--- src/rtl/dbgport_pkg.sv ---
package dbgport_pkg;

    localparam int CTRL_W  = 6;
    localparam int SDO_BIT = 7;

    // Field order fixes the bit positions: reset is bit 5, shift clock bit 0.
    typedef struct packed {
        logic reset;
        logic freeze;
        logic execute;
        logic sdi;
        logic addr_phase;
        logic shift_clk;
    } ctrl_t;

    localparam ctrl_t CTRL_POR = '{reset: 1'b1, freeze: 1'b1, default: 1'b0};

    // Write capture held across the low phase of the write strobe.
    typedef struct packed {
        logic  hit;
        ctrl_t data;
    } wcap_t;

endpackage

--- src/rtl/dbgport_decode.sv ---
module dbgport_decode #(
    parameter int                ADDR_W    = 16,
    parameter logic [ADDR_W-1:0] PORT_ADDR = 16'h600F
) (
    input  logic [ADDR_W-1:0] addr,
    output logic              hit
);
    always_comb begin
        hit = (addr == PORT_ADDR);
    end
endmodule

--- src/rtl/dbgport_sync.sv ---
module dbgport_sync #(
    parameter int WIDTH  = 1,
    parameter int STAGES = 2
) (
    input  logic             clk,
    input  logic             rst,
    input  logic [WIDTH-1:0] d,
    output logic [WIDTH-1:0] q
);
    generate
        if (STAGES == 0) begin : g_bypass
            logic unused_clk_rst;
            assign unused_clk_rst = clk ^ rst;
            assign q = d;
        end else begin : g_chain
            logic [STAGES-1:0][WIDTH-1:0] stg_d, stg_q;

            always_comb begin
                stg_d[0] = d;
                for (int i = 1; i < STAGES; i++) begin
                    stg_d[i] = stg_q[i-1];
                end
            end

            always_ff @(posedge clk) begin
                if (rst) begin
                    stg_q <= '0;
                end else begin
                    stg_q <= stg_d;
                end
            end

            assign q = stg_q[STAGES-1];
        end
    endgenerate
endmodule

--- src/rtl/dbgport_wcap.sv ---
module dbgport_wcap
    import dbgport_pkg::*;
#(
    parameter int                ADDR_W    = 16,
    parameter int                DATA_W    = 8,
    parameter logic [ADDR_W-1:0] PORT_ADDR = 16'h600F
) (
    input  logic              clk,
    input  logic              rst,
    input  logic              wr_n,
    input  logic [ADDR_W-1:0] addr,
    input  logic [DATA_W-1:0] wdata,
    output logic              commit,
    output ctrl_t             data
);
    typedef struct packed {
        logic  strobe;
        wcap_t cap;
    } wstate_t;

    wstate_t st_d, st_q;
    logic    addr_hit;
    logic    unused_hi;

    assign unused_hi = ^wdata[DATA_W-1:CTRL_W];

    dbgport_decode #(
        .ADDR_W    (ADDR_W),
        .PORT_ADDR (PORT_ADDR)
    ) u_dec (
        .addr (addr),
        .hit  (addr_hit)
    );

    always_comb begin
        st_d        = st_q;
        st_d.strobe = wr_n;
        if (!wr_n) begin
            st_d.cap.hit  = addr_hit;
            st_d.cap.data = ctrl_t'(wdata[CTRL_W-1:0]);
        end
        // Release edge: strobe high now, low in the previous sample.
        commit = wr_n && !st_q.strobe && st_q.cap.hit;
        data   = st_q.cap.data;
    end

    always_ff @(posedge clk) begin
        if (rst) begin
            st_q.strobe   <= 1'b1;
            st_q.cap.hit  <= 1'b0;
            st_q.cap.data <= CTRL_POR;
        end else begin
            st_q <= st_d;
        end
    end
endmodule

--- src/rtl/dbg_ctrl_port.sv ---
module dbg_ctrl_port
    import dbgport_pkg::*;
#(
    parameter int                ADDR_W    = 16,
    parameter int                DATA_W    = 8,
    parameter logic [ADDR_W-1:0] PORT_ADDR = 16'h600F,
    parameter int                SDO_SYNC  = 2
) (
    input  logic              clk,
    input  logic              rst,
    input  logic [ADDR_W-1:0] bus_addr,
    input  logic [DATA_W-1:0] bus_wdata,
    output logic [DATA_W-1:0] bus_rdata,
    input  logic              bus_wr_n,
    input  logic              bus_rd_n,
    output logic              dbg_reset,
    output logic              dbg_freeze,
    output logic              dbg_execute,
    output logic              dbg_sdi,
    output logic              dbg_addr_phase,
    output logic              dbg_shift_clk,
    input  logic              dbg_sdo
);
    typedef struct packed {
        ctrl_t ctrl;
    } port_state_t;

    port_state_t st_d, st_q;
    logic        wr_commit;
    ctrl_t       wr_data;
    logic        rd_hit;
    logic        sdo_s;

    dbgport_wcap #(
        .ADDR_W    (ADDR_W),
        .DATA_W    (DATA_W),
        .PORT_ADDR (PORT_ADDR)
    ) u_wcap (
        .clk    (clk),
        .rst    (rst),
        .wr_n   (bus_wr_n),
        .addr   (bus_addr),
        .wdata  (bus_wdata),
        .commit (wr_commit),
        .data   (wr_data)
    );

    dbgport_decode #(
        .ADDR_W    (ADDR_W),
        .PORT_ADDR (PORT_ADDR)
    ) u_rdec (
        .addr (bus_addr),
        .hit  (rd_hit)
    );

    dbgport_sync #(
        .WIDTH  (1),
        .STAGES (SDO_SYNC)
    ) u_sdo_sync (
        .clk (clk),
        .rst (rst),
        .d   (dbg_sdo),
        .q   (sdo_s)
    );

    always_comb begin
        st_d = st_q;
        if (wr_commit) begin
            st_d.ctrl = wr_data;
        end
    end

    always_ff @(posedge clk) begin
        if (rst) begin
            st_q.ctrl <= CTRL_POR;
        end else begin
            st_q <= st_d;
        end
    end

    always_comb begin
        bus_rdata = '0;
        if (!bus_rd_n && rd_hit) begin
            bus_rdata[CTRL_W-1:0] = st_q.ctrl;
            bus_rdata[SDO_BIT]    = sdo_s;
        end
    end

    assign dbg_reset      = st_q.ctrl.reset;
    assign dbg_freeze     = st_q.ctrl.freeze;
    assign dbg_execute    = st_q.ctrl.execute;
    assign dbg_sdi        = st_q.ctrl.sdi;
    assign dbg_addr_phase = st_q.ctrl.addr_phase;
    assign dbg_shift_clk  = st_q.ctrl.shift_clk;
endmodule

--- config.mk ---
export PLATFORM = sky130hd
export DESIGN_NAME = dbg_ctrl_port
export DESIGN_NICKNAME = d
export VERILOG_FILES = /design/src/rtl/dbgport_pkg.sv /design/src/rtl/dbgport_decode.sv /design/src/rtl/dbgport_sync.sv /design/src/rtl/dbgport_wcap.sv /design/src/rtl/dbg_ctrl_port.sv
export SDC_FILE = /design/constraint.sdc
export NUM_CORES = 1
export LEC_CHECK = 0
export ABC_AREA = 1
export BUFFER_PORTS_ARGS = -buffer_cell sky130_fd_sc_hd__buf_4
export CORE_MARGIN = 2
export CORE_UTILIZATION = 45
export CTS_CLUSTER_DIAMETER = 50
export CTS_CLUSTER_SIZE = 28
export DETAILED_ROUTE_END_ITERATION = 12
export GPL_ROUTABILITY_DRIVEN = 1
export PLACE_DENSITY = 0.78
export SYNTH_ARGS = -nofsm -noshare
export SYNTH_HDL_FRONTEND = slang
export SYNTH_HIERARCHICAL = 1
export SYNTH_SLANG_ARGS = --single-unit
--- constraint.sdc ---
create_clock -name clk -period 1.1 [get_ports clk]
set_input_delay 0.055 -clock clk [delete_from_list [all_inputs] [get_ports clk]]
set_output_delay 0.055 -clock clk [all_outputs]
set_load 0.1 [all_outputs]
==> summary by stage, run 1 <==
Timing
The final setup violation count is 7. The count of final hold-check violations was 0. Timing would allow up to roughly 860 MHz. The clock skew after layout is approximately 0.00043 ns. The number of max-slew violations in the final report is 0. Counting I/O delays and the setup requirement, the final critical path takes 1.157 ns. The worst path uses 105.2% of the clock period. The worst setup margin is -0.05714 ns. Setup repair after global routing could not meet its margin everywhere.

Drt
For this run, the detailed router's first-pass iteration total came to 4. The number of design-rule violations left by the first detailed-router iteration is 18. The total via count in the routed design is 949.

Dividing the detail-routed wire length by the instance count gives slightly above 9 µm. Summed over all layers, the routed wires come to 2104 µm. Using the TritonRoute via totals, the vias-per-cell ratio works out to 4.162. The antenna violation net count after detailed routing is 0. For this run, design rule violations remaining after detail routing come to 0.

CTS
In this run the number of H-tree levels came out at 1. The number of setup buffers added after CTS is 0. The cell at the root of the clock tree is clkbuf_4.

TritonCTS built the clock tree. Buffers inserted during clock tree synthesis total 3. The maximum root-to-sink buffer count is 2.

The tree built by TritonCTS fans out to 16 sinks. Clock-pin slew was measured on the worst setup and hold paths at roughly 0.090 ns. The clock reaches the later pin of the worst-skew pair after approximately 0.28 ns.

Placed design
The congestion estimate from routability-driven global placement came to between 0.7 and 0.8. The pre-CTS setup slack is -0.1178 ns. Once placement finished, the instance area stood at between 0.001 and 0.0015 mm².

Summed over all nets, the half-perimeter wirelength after detailed placement is ~1400 µm. During placement, the flow inserted port buffers numbering 39. The instance count after placement with tap cells included is 216.

Final layout
The fraction of final layout cells with drive strength greater than 1 is 43.28%. The total area of multi-input combinational cells is 441.7 µm². The total number of nets in the final design is about 230. The most common cell after layout, fill and taps aside is nand2_1. The repair_antennas step left the layout with diodes totalling 0. The finished cells cover roughly 0.0015 mm². The sequential standard cell area is roughly 340 µm². Cells fill just under 80% of the core in the end. The library cells used most frequently in the layout, excluding fill and tap cells, are nand2_1, buf_4, inv_1, nor2_1, inv_2. The count of fill cells added during filler insertion is 151.

After the flow finishes, the layout carries non-filler instances totaling approximately 230. The synthesis-to-finish area growth is 63.13%.

Setup path
The worst path arrival time is 1.10 ns. The critical path class is input pin to primary output. STA classifies the critical path startpoint as an input pin.

In this run the worst path has a maximum fanout of 7. Tracing the worst setup path back leads to its startpoint at bus_addr[15]. The required time of the critical path is roughly 1.0 ns. The startpoint of the lowest-slack register-to-register path is u_wcap/st_q[6]. STA classifies the critical path endpoint as a primary output.

Pwr
The switching share of power is 25.89%. Cell internal power was estimated by the tool at roughly 0.00084 W. The overall power after layout is approximately 0.0011 W. The part of the power in the clock network is 27.2%.

The total power per unit cell area is ~750 mW/mm². The combinational group share of total power is approximately a fifth. Sequential cells account for 52.4% of the total power. The leakage power summed over all cells is ~0.75 nW.

The power dissipated by switching net loads is 0.0002929 W. The worst-case IR drop observed on VDD is ~520 µV.

GRT
The wire length of the first global-routing pass is a little under 4000 µm. The via count of the first global-routing pass is 990. Entering global routing, the biggest net connects 14 pins.

The number of antenna violations at the first check in global routing is 0. Global routing used 20.15% of the available tracks. Summed over all layers, the global routing overflow is 0.

Floorplan
The initial utilization of the core area, before any placement, comes to 47.36%. The die boundary height is ~49 µm. The count of standard-cell rows is 16. The floorplan step defined a die boundary enclosing around 0.0024 mm². Measured along the x axis, the die boundary spans slightly below 50 µm. The top-level I/O count is 43. The region available for standard cell placement spans between 0.0015 and 0.002 mm².

Logic synthesis
The number of library cell types mapped by synthesis is 12. The cell area that synthesis handed to floorplanning was 919.6 µm². The post-synthesis register bit count is 16. The cell count after synthesis came out at 158.

Yosys printed 6 warnings. Counting every net in the synthesized netlist gives approximately 190. For this run, the register share of the synthesized area comes to between 30% and 40%. After synthesis, the mean cell area works out to a little under 6 µm².

Status
The final reports fail on negative setup slack. The flow ran to the end, but the final reports show violations.

Run
The tool flagged a number of max-cap violations equal to 0.

Hold path
The startpoint of the tightest hold check path is bus_wr_n. The worst min-delay path category is input pin to flip-flop.
==> cells by family (layout without fill, tap and decap cells) <==
logic type    count (synthesis)  after routing  share of synthesized area (%)
buf+inv                      51             94                          25.30
flops                        16             16                          34.83
other cells                   1              1                         0.4078
simple gates                 90             90                          39.46
==> worst max-delay path, stage by stage <==
cell     delay [ns]
buf_6          0.09
inv_2          0.05
nand2_2        0.05
nor2_2         0.11
nand2_1        0.08
nor2_2         0.16
nand2_4        0.16
nor2_4         0.17
buf_12         0.18
==> metal layers <==
metal	global-route usage (%)	routed length [µm]	vias up
met2	39.41	1160	28
met1	19.77	826	400
met4	10.95	34	0
met3	3.067	83	4
met5	0	0	-
li1	-	-	517
==> synth_stat cells <==
library cell / count / area, µm²
buf_4: 7 / 52.55
inv_1: 40 / 150.1
nand2_1: 47 / 176.4
nor2_1: 30 / 112.6
buf_6: 2 / 22.52
nand2_2: 1 / 6.260
nand3_1: 6 / 30.03
nor2_2: 6 / 37.54
conb_1: 1 / 3.750
clkinv_1: 1 / 3.750
dfxtp_1: 16 / 320.3
inv_2: 1 / 3.750
==> registers in the layout, indices dropped and copies added, names as in the netlist <==
| signal | count |
|---|---|
| dbg_addr_phase | 1 |
| dbg_execute | 1 |
| dbg_freeze | 1 |
| dbg_reset | 1 |
| dbg_sdi | 1 |
| dbg_shift_clk | 1 |
| u_sdo_sync/g_chain.stg_d | 1 |
| u_sdo_sync/q | 1 |
| u_wcap/data | 6 |
| u_wcap/st_q | 2 |
==> final timing paths <==
| check | slack (ns) | depth (start not counted) | to |
|---|---|---|---|
| max | -0.06 | 9 | bus_rdata[4] |
| min | 0.1 | 3 | u_wcap/data[1] |
| max reg2reg | 0.15 | 6 | dbg_freeze |
| min reg2reg | 0.44 | 2 | u_sdo_sync/q |
==> power by group through the flow <==
stage / registers [W] / logic, W / clock network [W]
6_report: 0.000593 / 0.000231 / 0.000307
5_1_grt: 0.000595 / 0.000262 / 0.000342
4_1_cts: 0.000593 / 0.000218 / 0.000325
3_5_place_dp: 0.000607 / 0.000185 / 0
3_3_place_gp: 0.000606 / 0.000180 / 0
2_1_floorplan: 0.000605 / 0.000122 / 0
==> final cells by class <==
cell class,instances,share of cell area (%)
tap,27,2.252
clock buffer,3,1.501
timing repair buffer,48,33.19
clock inverter,1,0.2502
sequential,16,22.85
inverter,42,10.51
multi-input combinational,91,29.44
==> through the flow <==
step	setup TNS [ns]	hold WS [ns]
floorplan	-0.1808	0.1262
global placement	-0.6272	0.2451
detailed placement	-0.7723	0.2473
CTS	-0.01964	0.08505
global route	-0.6648	0.1177
finish	-0.2907	0.09574
==> repair_timing <==
action	CTS	global route
setup endpoints to repair	7	7
hold buffers	8	0
endpoints found under the hold margin	8	0
pin swaps	14	10
gates resized for setup	32	12
Power figures use the tool's default switching activity.
==> inputs of run 2 (changes only) <==
CORE_MARGIN = 10   (was 2)
CORE_UTILIZATION = 41   (was 45)
PLACE_DENSITY = 0.76   (was 0.78)
SYNTH_HIERARCHICAL = unset   (was 1)
==> summary by stage, run 2 <==
Status
Run status: finished, violations left (unchanged). Violations in the final reports: negative setup slack (unchanged).

Hold path
The startpoint of the tightest hold check path is bus_wdata[0] (was bus_wr_n). The number of cells on the worst hold path is 3 (unchanged). The terminating pin of the worst hold path is u_wcap.data[0] (was u_wcap/data[1]). The worst min-delay path category is input pin to flip-flop (unchanged).

Setup path
The startpoint type of the worst setup path is an input pin (unchanged). The highest cell delay on the worst timing path is 0.20 ns (was 0.18 ns). The largest driver fanout on the critical path came to 7 (unchanged). The critical path class is input pin to primary output (unchanged).

Cells along the critical path: buf_4 > nor2_4 > nand2_2 > nor2_4 > nand3_4 > nor2_4 > buf_12 (was buf_6 > inv_2 > nand2_2 > nor2_2 > nand2_1 > nor2_2 > nand2_4 > nor2_4 > buf_12). The required time of the critical path is 1.04 ns (about the same). The logic depth of the worst register-to-register path is 5 (was 6). The cell with the largest stage delay on the worst path is nand3_4 (was buf_12). The library cell appearing most often on the critical path was nor2_4 (was nor2_2).

The startpoint of the lowest-slack register-to-register path is u_wcap.st_q[6] (was u_wcap/st_q[6]). The register-to-register setup slack is 0.16 ns (was 0.15 ns). The worst path arrival time is 1.06 ns (was 1.10 ns). The critical path capture point type was a primary output (unchanged). The end of the worst register-to-register path is dbg_sdi (was dbg_freeze).

Timing
The post-route minimum period is 1.115 ns (was 1.157 ns). The number of max-slew violations in the final report came to 0 (unchanged). The count of final hold-check violations was 0 (unchanged). The part of the cycle the worst path needs was 101.3% (was 105.2%). The final setup violation count is 4 (was 7). The worst setup margin is -0.01460 ns (was -0.05714 ns). The top achievable clock speed is 897.2 MHz (was 864.2 MHz). The clock skew after layout was 0.004927 ns (was 0.0004319 ns). RSZ-0062 raised after global routing: true (unchanged).

Pwr
The sequential group share of total power is 54.2% (was 52.4%). The combinational group share of total power is 17.2% (was 20.4%). The cell internal power dissipation came to 0.0008270 W (was 0.0008384 W). The total power per unit cell area is 825.6 mW/mm² (was 754.1 mW/mm²).

The maximum resistive drop on vdd is 603.7 µV (was 517.5 µV). The switching share of power is 24.97% (was 25.89%). The leakage power summed over all cells is 0.6134 nW (was 0.7534 nW).

The overall power after layout is 0.001102 W (was 0.001131 W). The part of the power in the clock network is 28.6% (was 27.2%). The power dissipated by switching net loads is 0.0002752 W (was 0.0002929 W).

Logic synthesis
The number of nets in the synthesized netlist is 131 (was 187). The most used flip-flop cell after synthesis is dfxtp_1 (unchanged). The cell taking the most area after synthesis is dfxtp_1 (unchanged). The number of warnings reported in the yosys synthesis log is 0 (was 6). Top cells by area, synth: dfxtp_1, nor2_1, inv_1, nand2_1, o21ai_0 (was dfxtp_1, nand2_1, inv_1, nor2_1, buf_4). The share of synthesized area occupied by flip-flops and latches came to 44.44% (was 34.83%). The number of library cell types mapped by synthesis was 17 (was 12). The most instantiated library cell after synthesis is nor2_1 (was nand2_1). The proportion of netlist area held by the largest area contributor was 44.44% (was 34.83%). The share of synthesized flip-flops with an asynchronous set or reset is 0% (unchanged).

The summed instance area of the synthesized netlist is 720.7 µm² (was 919.6 µm²). The post-synthesis register bit count is 16 (unchanged). The number of enable-type register cells in the synthesized netlist is 0 (unchanged).

The average cell area after synthesis is 7.066 µm² (was 5.820 µm²). Commonest cells in the synthesized netlist: nor2_1, inv_1, dfxtp_1 (was nand2_1, inv_1, nor2_1). The count of mapped cells out of synthesis is 102 (was 158).

Floorplan
The die boundary height is 61.93 µm (was 49.21 µm). The top-level I/O count is 43 (unchanged). The die span in x was 61.93 µm (was 49.21 µm).

The core footprint came to 0.001689 mm² (was 0.001942 mm²). The starting density of the core was 42.67% (was 47.36%). The area of the die is 0.003835 mm² (was 0.002421 mm²). The count of standard-cell rows is 15 (was 16).

Placed design
The routability congestion estimate from global placement is 0.7436 (was 0.7465). The estimated wirelength of the detail-placed design is 1591 µm (was 1395 µm). The count of input and output buffers came to 39 (unchanged).

Final layout
The utilization after layout is 79.04% (was 77.26%). The synthesis-to-finish area growth is 85.24% (was 63.13%). The fraction of final layout cells with drive strength greater than 1 is 55.78% (was 43.28%). The largest register by flop count is u_wcap.data (was u_wcap/data).

Highest-count cells in the layout ignoring fill and taps: buf_4, nor2_1, nor2_4, dfxtp_1, inv_2 (was nand2_1, buf_4, inv_1, nor2_1, inv_2). The total number of nets in the final design is 177 (was 231). Registers with the highest flip-flop counts: u_wcap.data: 6 flops, u_wcap.st_q: 2 flops (was u_wcap/data: 6 flops, u_wcap/st_q: 2 flops). The most common cell after layout, fill and taps aside is buf_4 (was nand2_1). The number of flip-flops under the largest register name is 6 (unchanged). The final antenna diode count is 0 (unchanged).

Drt
The number of search-and-repair iterations in the first detailed-routing pass came to 4 (unchanged). The per-cell routed wire length came to 14.29 µm (was 9.228 µm). The antenna violation net count after detailed routing was 0 (unchanged). The wire length on met3 is 117 µm (was 83 µm). The number of vias per cell after detailed routing was 4.848 (was 4.162). The number of design-rule violations left by the first detailed-router iteration came to 21 (was 18).

The total DRC errors in the routed layout is 0 (unchanged). The detailed route wirelength on metal2 is 1397 µm (was 1160 µm). The detailed-routing wirelength on met1 is 828 µm (was 826 µm). The total detailed-routing wirelength is 2343 µm (was 2104 µm). The top metal layer carrying routed signals is met3 (was met4).

The total via count in the routed design is 795 (was 949).

CTS
The number of clock sinks seen by CTS is 16 (unchanged). The cell at the root of the clock tree is clkbuf_4 (unchanged). The clock transition at the register clock pins on the worst setup and hold paths after CTS is 0.09 ns (about the same).

The worst-skew pair later-pin latency is 0.28 ns (about the same). The number of setup buffers added after CTS is 0 (unchanged). The clock tree from TritonCTS is built (unchanged). The total CTS buffers came to 3 (unchanged).

The deepest level of the CTS H-tree is 1 (unchanged). The maximum root-to-sink buffer count was 2 (unchanged).

GRT
The wire length of the first global-routing pass came to 3153 µm (was 3877 µm). The global-route congestion overflow total is 0 (unchanged). The via count of the first global-routing pass is 739 (was 990).

The largest net degree at the start of global routing is 14 (unchanged). The number of antenna violations at the first check in global routing came to 0 (unchanged). The overall track demand over capacity in global routing is 10.41% (was 20.15%).

Run
The max-capacitance violation count came to 0 (unchanged).
## run 2: cell count changes in the layout (fill, tap and decap cells not counted), moves of 4 or more
| cell | before | now |
|---|---|---|
| dlygate4sd3_1 | 8 | 4 |
| inv_1 | 24 | 8 |
| inv_2 | 17 | 9 |
| nand2_1 | 43 | 8 |
| nor2_2 | 9 | 2 |
| nor2_4 | 7 | 13 |
| o21ai_0 | 0 | 6 |
## run 2: worst max-delay path, delay by kind of cell
family | cells | cell delay, ns
buffers and inverters | 2 | 0.30
and+or+nand+nor | 5 | 0.68
## run 2: power by group through the flow
stage | combinational, W | clock, W | sequential [W]
after floorplan | 0.0000728 | 0 | 0.000607
after global placement | 0.000145 | 0 | 0.000609
after detailed placement | 0.000149 | 0 | 0.000610
after CTS | 0.000177 | 0.000311 | 0.000596
after global routing | 0.000206 | 0.000351 | 0.000599
final | 0.000190 | 0.000316 | 0.000597
## run 2: what timing repair did
item | in CTS | in global routing
pin swaps | 15 | 11
setup endpoints to repair | 7 | 13
hold endpoints to repair | 5 | 0
gates resized for setup | 33 | 9
hold buffers | 4 | 0
## run 2: worst max-delay path by stage
stage	from	to	slack [ns]	cells past startpoint
after floorplan	bus_addr[9]	bus_rdata[0]	-0.05	5
after global placement	bus_addr[9]	bus_rdata[5]	-0.10	7
after detailed placement	bus_addr[5]	bus_rdata[0]	-0.15	7
after CTS	bus_addr[12]	bus_rdata[0]	0.0005	7
after global routing	bus_addr[13]	bus_rdata[1]	-0.07	8
final	bus_addr[5]	bus_rdata[1]	-0.01	7
## run 2: area by class of cell
type	count	area [µm²]
Sequential cell	16	342.8
Multi-Input combinational cell	65	419.2
Clock buffer	4	26.28
Tap cell	17	21.27
Inverter	18	71.32
Timing Repair Buffer	44	454.2
Fill cell	107	354.1
## run 2: kinds of logic after synthesis
family,count (synthesis),share of synthesized area [%]
AND/OR/NAND/NOR,54,34.72
buffers and inverters,21,12.67
flip-flops,16,44.44
AO/OA/AOI/OAI,10,7.639
other,1,0.5203
## run 2: per-stage QoR
stage | cell area, µm² | std cells | worst slack, ns | TNS, ns | hold slack (ns)
2_1_floorplan | 813.3 | 102 | -0.04532 | -0.2964 | 0.1262
3_3_place_gp | 1111 | 156 | -0.1041 | -0.6998 | 0.2431
3_5_place_dp | 1111 | 156 | -0.1507 | -0.9701 | 0.2395
4_1_cts | 1305 | 164 | 0.0005174 | 0 | 0.02122
5_1_grt | 1335 | 164 | -0.06947 | -0.3465 | 0.02302
6_report | 1335 | 164 | -0.01460 | -0.03446 | 0.01187
## run 2: per-layer routing
metal	vias up	global-route usage, %
li1	395	-
met3	0	2.439
met2	28	19.18
met1	372	12.12
met5	-	0
met4	0	1.274
